<file path="config.mk">
export PLATFORM = sky130hd
export DESIGN_NAME = hist_accum
export DESIGN_NICKNAME = d
export VERILOG_FILES = /design/src/rtl/hist_pkg.sv /design/src/rtl/hist_bin_ram.sv /design/src/rtl/hist_sweep.sv /design/src/rtl/hist_update.sv /design/src/rtl/hist_accum.sv
export SDC_FILE = /design/constraint.sdc
export NUM_CORES = 2
export LEC_CHECK = 0
export CAP_MARGIN = 20
export CORE_ASPECT_RATIO = 0.9
export CORE_MARGIN = 2
export CORE_UTILIZATION = 40
export DETAILED_ROUTE_END_ITERATION = 16
export GPL_TIMING_DRIVEN = 0
export PLACE_DENSITY = 0.54
export SLEW_MARGIN = 15
export SYNTH_ARGS = -nofsm -noshare
export SYNTH_HDL_FRONTEND = slang
export SYNTH_SLANG_ARGS = --single-unit
</file>
<file path="constraint.sdc">
create_clock -name clk -period 40.5 [get_ports clk]
set_clock_uncertainty 0.15 [all_clocks]
set_input_delay 6.075 -clock clk [delete_from_list [all_inputs] [get_ports clk]]
set_output_delay 6.075 -clock clk [all_outputs]
set_load 0.01 [all_outputs]
</file>
<file path="src/rtl/hist_pkg.sv">
// Shared definitions for the histogram accumulator.
// Assumes: the command bit is 1 for an increment and 0 for a read.
package hist_pkg;
    typedef enum logic {
        CMD_READ  = 1'b0,
        CMD_WRITE = 1'b1
    } cmd_e;
endpackage

</file>
<file path="src/rtl/hist_bin_ram.sv">
// Bin storage: one synchronous read port and one write port.
// Assumes: a read and a write to the same word at one edge return the old
// word; the update stage covers that case by forwarding.
module hist_bin_ram #(
    parameter int AW = 8,
    parameter int DW = 16
) (
    input  logic          clk,
    input  logic [AW-1:0] rd_addr,
    output logic [DW-1:0] rd_data,
    input  logic          we,
    input  logic [AW-1:0] wr_addr,
    input  logic [DW-1:0] wr_data
);
    localparam int DEPTH = 1 << AW;

    logic [DW-1:0] mem [DEPTH];

    // Store a word when enabled and register the addressed word.
    always_ff @(posedge clk) begin
        if (we) begin
            mem[wr_addr] <= wr_data;
        end
        rd_data <= mem[rd_addr];
    end
endmodule

</file>
<file path="src/rtl/hist_sweep.sv">
// Clear sequencer: walks every bin address once, writing zero, and flags busy.
// Assumes: reset or an idle clear request starts a sweep at address zero;
// requests during a sweep are dropped.
module hist_sweep #(
    parameter int AW = 8
) (
    input  logic          clk,
    input  logic          rst_n,
    input  logic          clear_i,
    output logic          busy_o,
    output logic          we_o,
    output logic [AW-1:0] addr_o
);
    localparam logic [AW-1:0] LAST = {AW{1'b1}};

    // Advance the sweep address and end the sweep after the last bin.
    always_ff @(posedge clk) begin
        if (!rst_n) begin
            busy_o <= 1'b1;
            addr_o <= '0;
        end else if (busy_o) begin
            addr_o <= addr_o + 1'b1;
            if (addr_o == LAST) begin
                busy_o <= 1'b0;
            end
        end else if (clear_i) begin
            busy_o <= 1'b1;
            addr_o <= '0;
        end
    end

    assign we_o = busy_o;

    AST_SWEEP_FROM_ZERO: assert property (@(posedge clk) disable iff (!rst_n)
        $rose(busy_o) |-> addr_o == '0);
    AST_SWEEP_STEP: assert property (@(posedge clk) disable iff (!rst_n)
        (busy_o && $past(busy_o) && $past(rst_n)) |-> addr_o == AW'($past(addr_o) + 1'b1));
endmodule

</file>
<file path="src/rtl/hist_update.sv">
// Increment pipeline. Stage 1 holds the accepted command while memory is read.
// Stage 2 picks the memory word or a forwarded count, adds one with
// saturation, and either writes it back or presents it as read data.
// Assumes: memory read data is registered and arrives with stage 1.
module hist_update #(
    parameter int AW = 8,
    parameter int DW = 16
) (
    input  logic          clk,
    input  logic          rst_n,
    input  logic          take_i,
    input  logic          wr_i,
    input  logic [AW-1:0] addr_i,
    input  logic [DW-1:0] mem_q_i,
    output logic          we_o,
    output logic [AW-1:0] wa_o,
    output logic [DW-1:0] wd_o,
    output logic          rd_valid_o,
    output logic [DW-1:0] rd_data_o
);
    localparam logic [DW-1:0] MAXV = {DW{1'b1}};

    logic          s1_vld;
    logic          s1_wr;
    logic [AW-1:0] s1_addr;
    logic          s1_byp;
    logic [DW-1:0] s1_byp_val;
    logic [DW-1:0] cur;
    logic [DW-1:0] nxt;

    // Pick the freshest count and form its saturated successor.
    always_comb begin
        cur = s1_byp ? s1_byp_val : mem_q_i;
        nxt = (cur == MAXV) ? cur : cur + 1'b1;
    end

    assign we_o       = s1_vld & s1_wr;
    assign wa_o       = s1_addr;
    assign wd_o       = nxt;
    assign rd_valid_o = s1_vld & ~s1_wr;
    assign rd_data_o  = cur;

    // Capture the command and note when its bin is being written this edge.
    always_ff @(posedge clk) begin
        if (!rst_n) begin
            s1_vld     <= 1'b0;
            s1_wr      <= 1'b0;
            s1_addr    <= '0;
            s1_byp     <= 1'b0;
            s1_byp_val <= '0;
        end else begin
            s1_vld     <= take_i;
            s1_wr      <= wr_i;
            s1_addr    <= addr_i;
            s1_byp     <= take_i && we_o && (s1_addr == addr_i);
            s1_byp_val <= nxt;
        end
    end

    AST_NO_WRAP: assert property (@(posedge clk) disable iff (!rst_n)
        we_o |-> wd_o != '0);
    AST_VALID_FROM_READ: assert property (@(posedge clk) disable iff (!rst_n)
        rd_valid_o |-> $past(take_i && !wr_i));
    AST_BYPASS_SAME_BIN: assert property (@(posedge clk) disable iff (!rst_n)
        s1_byp |-> ($past(we_o) && $past(wa_o) == wa_o));
endmodule

</file>
<file path="src/rtl/hist_accum.sv">
// Histogram accumulator top: accepts one read or increment command per cycle
// while idle, and zeroes all bins on reset or on a clear request.
// Assumes: inputs are synchronous to clk; commands while busy are dropped.
module hist_accum
    import hist_pkg::*;
#(
    parameter int M = 8,
    parameter int N = 16
) (
    input  logic         clk,
    input  logic         rst_n,
    input  logic         clear_i,
    input  logic         rw_i,
    input  logic [M-1:0] bin_i,
    output logic         busy_o,
    output logic         rd_valid_o,
    output logic [N-1:0] rd_count_o
);
    logic         take;
    logic         is_wr;
    logic         sw_we;
    logic [M-1:0] sw_addr;
    logic         up_we;
    logic [M-1:0] up_addr;
    logic [N-1:0] up_data;
    logic         ram_we;
    logic [M-1:0] ram_wa;
    logic [N-1:0] ram_wd;
    logic [N-1:0] ram_q;

    // Accept a command only when idle and not starting a clear.
    always_comb begin
        take  = !busy_o && !clear_i;
        is_wr = (cmd_e'(rw_i) == CMD_WRITE);
    end

    // Give the memory write port to the sweep or to the update stage.
    always_comb begin
        ram_we = sw_we | up_we;
        ram_wa = sw_we ? sw_addr : up_addr;
        ram_wd = sw_we ? '0 : up_data;
    end

    hist_sweep #(.AW(M)) u_sweep (
        .clk     (clk),
        .rst_n   (rst_n),
        .clear_i (clear_i),
        .busy_o  (busy_o),
        .we_o    (sw_we),
        .addr_o  (sw_addr)
    );

    hist_bin_ram #(.AW(M), .DW(N)) u_ram (
        .clk     (clk),
        .rd_addr (bin_i),
        .rd_data (ram_q),
        .we      (ram_we),
        .wr_addr (ram_wa),
        .wr_data (ram_wd)
    );

    hist_update #(.AW(M), .DW(N)) u_update (
        .clk        (clk),
        .rst_n      (rst_n),
        .take_i     (take),
        .wr_i       (is_wr),
        .addr_i     (bin_i),
        .mem_q_i    (ram_q),
        .we_o       (up_we),
        .wa_o       (up_addr),
        .wd_o       (up_data),
        .rd_valid_o (rd_valid_o),
        .rd_data_o  (rd_count_o)
    );

    AST_ONE_WRITER: assert property (@(posedge clk) disable iff (!rst_n)
        !(sw_we && up_we));
    AST_BUSY_QUIET: assert property (@(posedge clk) disable iff (!rst_n)
        busy_o |-> !rd_valid_o);
    AST_RESET_BUSY: assert property (@(posedge clk)
        $past(!rst_n) |-> busy_o);
endmodule

</file>
After elaboration in Yosys (flattened, before gate mapping)

Memory sizes are Yosys's and may differ from the RTL's. A register that Yosys moved wholly into a read port is not among the register bits.
Cells that the tools add are included.

Register bits: 36
RAM bits: 4096
Memories kept: 1
Input port bits: 12
Output and inout bits: 18

Reduce and logical (&&, ||, !) cells: 6
Bitwise logic cells: 4
Mux-type cells: 11
Add/sub/neg operators: 2
Equal/unequal tests: 3

Memory list:

| name      | words | bits a word | rd ports | clocked after Yosys merged registers in | write ports | line               | RTL |
|---|---|---|---|---|---|---|---|
| u_ram.mem | 256   | 16          | 1        | 1                                       | 1           | hist_bin_ram.sv:17 | `logic [DW-1:0] mem [DEPTH];` |

Operator list:

| cell                    | number |
|---|---|
| $mux W16                | 3 |
| $mux W8                 | 3 |
| $add A16 B1 Y16 const B | 1 |
| $eq A16 B16 Y1 const B  | 1 |
| $add A8 B1 Y8 const B   | 1 |
| $eq A8 B8 Y1            | 1 |
| $eq A8 B8 Y1 const B    | 1 |
| $mux W1                 | 5 |
| $logic_and A1 B1 Y1     | 3 |
| $and A1 B1 Y1           | 2 |
| $logic_not A1 Y1        | 2 |
| $reduce_bool A2 Y1      | 1 |
| $not A1 Y1              | 1 |
| $or A1 B1 Y1            | 1 |

Logic depth before layout (Yosys ltp)

Depth in word-level cells: 4
Depth in mapped cells: 13

By module

Synthesis repeated with hierarchy kept, for this count alone.

Cells, all modules: 7640
Area, all modules: 161177.1 um^2

Modules (own cells, without submodules):

| module       | times used | seq. area each (um^2) | area an instance (um^2) | cells an instance |
|---|---|---|---|---|
| hist_bin_ram | 1          | 123318.3              | 158714.7                | 7360 |
| hist_update  | 1          | 540.5                 | 1773.0                  | 199 |
| hist_sweep   | 1          | 180.2                 | 437.9                   | 52 |
| hist_accum   | 1          | 0.0                   | 251.5                   | 29 |

Worst setup path before layout

Ideal clock, no wire load.

Kind: register to register
From: register u_update.s1_byp
To: memory u_ram.mem[0][12], data pin
Arrival time: 11.441 ns
Setup slack: 26.810 ns
Stages on the path, launching flop included: 9
Period minus slack after synthesis: 13.690 ns
Cells stage by stage: dfxtp_1 > buf_2 > buf_2 > mux2_2 > ha_1 > a21boi_0 > nor3b_1 > a21oi_1 > nor3_1

Longest elaborated chain between the ends: 4
Elaborated cells on any way between the ends: 5
Those cells by class: add/sub: 1; eq/ne: 1; mux: 3

RTL lines:

| element                                                  | line               | RTL |
|---|---|---|
| from (decl)                                              | hist_update.sv:26  | `logic s1_byp;` |
| from (signal assigned)                                   | hist_update.sv:55  | `s1_byp <= take_i && we_o && (s1_addr == addr_i);` |
| $mux W16 *                                               | hist_update.sv:33  | `cur = s1_byp ? s1_byp_val : mem_q_i;` |
| net rd_count_o[1]                                        | hist_accum.sv:17   | `output logic [N-1:0] rd_count_o` |
| $add A16 B1 Y16 / $eq A16 B16 Y1 (equally long branches) | hist_update.sv:34  | `nxt = (cur == MAXV) ? cur : cur + 1'b1;` |
| $mux W16 *                                               | hist_update.sv:34  |  |
| $mux W16 *                                               | hist_accum.sv:41   | `ram_wd = sw_we ? '0 : up_data;` |
| net ram_wd[12]                                           | hist_accum.sv:28   | `logic [N-1:0] ram_wd;` |
| to (decl)                                                | hist_bin_ram.sv:17 |  |

Mark *: on every way through the listed nets, which the timed path passes. The rest lies on a longest branch.

==> summary.md <==
| Metric | Value |
|---|---|
| Syn avg cell area | `21.0 um2` |
| Area of the multi-input gates | `0.0357 mm2` |
| Num rows | `221` |
| Synth Area in Compound Gates | `3.37%` |
| WHS Path Cells | `2` |
| Syn Nets | `about 7700` |
| Clock Sinks | `4148` |
| XOR/XNOR Fraction of Synth Area | `0.0979%` |
| Hold Path Origin | `u_update.s1_vld` |
| Setup TNS | `0 ns` |
| Drt wl/cell | `43.8 um` |
| Clk root buf | `clkbuf_16` |
| Clock slew at reported path FFs | `0.06 ns` |
| Adder-cell share of the synthesized area | `0.0155%` |
| Status | `finished, final reports clean` |
| Total GRT Usage | `30.1%` |
| Post-Syn Area | `0.161 mm2` |
| Post-CTS sizing | `0` |
| Placed cell count | `approximately 13000` |
| Number of global-route vias before repair | `84100` |
| Crit path launch type | `input port` |
| Synth cell types | `62` |
| Most frequent cell after synthesis | `edfxtp_1` |
| Final Util | `47.5%` |
| Cell count of the worst reg-to-reg path | `8` |
| Clock buffer count from CTS | `432` |
| DP Wirelength | `456000 um` |
| Synth Area in Simple Gates | `about 2.3%` |
| DR vias/cell | `~6.3` |
| Non-filler cells, final | `14200` |
| Place WS | `28.90 ns` |
| DIE WIDTH | `673 um` |
| DR DRC count | `0` |
| Yosys top cell area share | `76.4%` |
| Critical Path Fanout Max | `10` |
| Ys Warns | `0` |
| Post-route ant nets | `0` |
| R2R Path End | `u_ram.mem[143][12]` |
| Area growth syn-to-layout | `18.6%` |
| Nets | `8526` |
| # Post-CTS Setup Buffers | `0` |
| Critical Path Source | `bin_i[1]` |
| Clk Latency, worst-skew pair | `1.05 ns` |
| Post-synth top flop | `edfxtp_1` |
| Hold Path Class | `reg2reg` |
| CP arrival | `about 12 ns` |
| Share of cells above drive strength 1 | `28.9%` |
| CTS tree | `built` |
| VDD IR max | `between 0.00003 and 0.00004 V` |
| Die height | `between 600 and 700 um` |
| Clk buf depth | `4` |
| Reg2Reg Setup Slack | `34.89 ns` |
| Static Leak | `66.0 nW` |
| Ports | `30` |
| Count of final setup violators | `0` |
| Critical Path End Type | `flop` |
| Minimum clock period | `approximately 11 ns` |
| Reg area | `about 0.12 mm2` |
| Routed WL | `between 600000 and 700000 um` |
| Synth Register Bits | `between 4000 and 5000` |
| GR Overflow Total | `0` |
| Pwr/cell area | `47.8 mW/mm2` |
| Input/output buffers | `22` |
| Synth cell count leaders | `4096 x edfxtp_1, 818 x mux4_2, 480 x mux2i_1, 399 x nor2_1, 201 x clkbuf_1` |
| Fin. Hold Viols | `0` |
| CTS Hold Buffers Added | `0` |
| EDFF count, synth | `4096` |
| Achievable Freq | `0.0926 GHz` |
| Reg-to-reg startpoint | `u_sweep.busy_o` |
| First DRT Iteration DRCs | `around 15000` |
| Max-slew headroom at the worst pin | `10.2%` |
| Asr flop ratio synth | `0%` |
| Initial antenna violation count | `60` |
| Crit path required time | `41.24 ns` |
| Top cells by area, synth | `edfxtp_1 76%, mux4_2 11%, mux2i_1 3.0%, mux2_2 1.0%, nor2_1 0.93%` |
| Synth Instances | `7657` |
| First-pass GRT wire length | `~810000 um` |
| Slew @ Worst Pin | `between 1 and 1.5 ns` |
| First-pass DRT Iterations | `7` |
| Hold EP | `u_update.s1_byp` |
| Final Cycle Share | `26.7%` |
| Core area | `0.402 mm2` |
| Die Area | `~0.41 mm2` |
| DP Area | `0.177 mm2` |
| Path type of the worst setup path | `in2reg` |
| Largest family of logic cells by synthesized area | `multiplexers` |
| H-tree levels | `5` |
| Largest net degree at the start of global routing | `between 40 and 50` |
| Slew Limit Fails | `0` |
| Multiplexer share of the synthesized area | `15.5%` |
| Detailed-route via count | `89800` |
| Starting Density | `40.1%` |
| Final Worst Setup Slack | `just under 30 ns` |
| Layout fillers | `between 30000 and 40000` |
| GPL Wtd Cong | `1.01` |
| Post-synth top area cell | `edfxtp_1` |
| Sequential share of the synthesized area | `77.0%` |
| Max Cap Viol | `0` |
| Fin area | `0.191 mm2` |
| RSZ-0062 raised after global routing | `no` |
-- worst max-delay path, cell delays in order --
cell and delay (ns):
buf_2 0.44, buf_2 0.38, buf_4 0.36, buf_2 0.48
buf_2 0.66, buf_2 0.63, mux4_2 0.42, mux2i_1 0.51
o21ai_2 0.44, nor3_1 0.95, nor4_1 0.08
-- metal layers --
| metal | global-route usage [%] | vias up | wire length [um] |
|---|---|---|---|
| li1 | - | 34000 | - |
| met1 | 42.1 | 48600 | 248000 |
| met2 | 43.0 | 6054 | 264000 |
| met3 | 9.96 | 1086 | 78600 |
| met4 | 13.4 | 14 | 32900 |
| met5 | 0 | - | 453 |
-- area by class of cell --
type | instances | share of cell area, %
Antenna cell | 11 | 0.0144
Buffer | 460 | 1.52
Clock buffer | 530 | 5.90
Clock inverter | 270 | 1.49
Inverter | 14 | 0.0275
Multi-Input combinational cell | 3035 | 18.7
Sequential cell | 4148 | 65.0
Tap cell | 5352 | 3.51
Timing Repair Buffer | 421 | 3.89
-- power by group --
group / total, mW / leakage (nW) / internal [mW] / switching [mW]
clock network: 4.00 / 6.85 / 2.27 / 1.72
registers: 4.66 / 43.1 / 4.65 / 0.00487
logic: 0.477 / 16.0 / 0.137 / 0.339
-- registers in the layout, indices dropped and copies added (netlist names) --
| name | flops |
|---|---|
| u_update.s1_byp | 1 |
| u_sweep.busy_o | 1 |
| u_update.wa_o | 8 |
| u_sweep.addr_o | 8 |
| u_update.s1_byp_val | 16 |
| u_update.s1_wr | 1 |
| u_ram.rd_data | 16 |
| u_update.s1_vld | 1 |
| u_ram.mem | 4096 |
-- layout by cell type, fill, tap and decap left out, types with 18 or more instances in the layout --
cell                n
clkinv_2           66
nor2_2            125
nor2_4            147
nand2b_1           18
mux2i_1           480
buf_6             152
a22o_1             26
o221ai_1          143
buf_8             101
mux4_2            818
a211oi_1           19
clkinv_1          123
a21oi_1           101
clkbuf_1          222
buf_2              98
buf_12            121
nor2_1            127
a22oi_1            51
and2_1             22
buf_4              78
edfxtp_1         4096
dfxtp_1            52
clkbuf_2           67
nor3_1            134
bufinv_16          46
o21ai_0            53
clkdlybuf4s50_1    22
nand3_1            44
a221oi_1          102
o22ai_1           163
nand2_1           112
mux2_2            147
buf_16             88
buf_1              18
clkbuf_16         435
-- cell families after synthesis --
logic type      Yosys count
flops                  4148
xor+xnor                 18
fa+ha+maj                 2
simple gates            817
buf+inv                 474
compound gates          753
mux                    1445
-- worst max-delay path by stage --
stage / endpoint / slack [ns] / cells past startpoint
3_5_place_dp: u_ram.rd_data[13] / 28.90 / 11
2_1_floorplan: u_ram.mem[0][12] / 26.81 / 8
3_3_place_gp: u_ram.mem[0][12] / 10.63 / 8
5_1_grt: u_ram.rd_data[13] / 29.84 / 11
4_1_cts: u_ram.rd_data[13] / 29.97 / 11
6_report: u_ram.rd_data[13] / 29.70 / 11
-- per-stage QoR --
step | hold WS (ns) | total power, mW
global placement | 0.346 | 5.19
CTS | 0.353 | 9.14
detailed placement | 0.346 | 5.21
finish | 0.369 | 9.13
global route | 0.385 | 9.31
floorplan | 0.291 | 4.96
No activity file was read; power rests on OpenSTA's default activity.
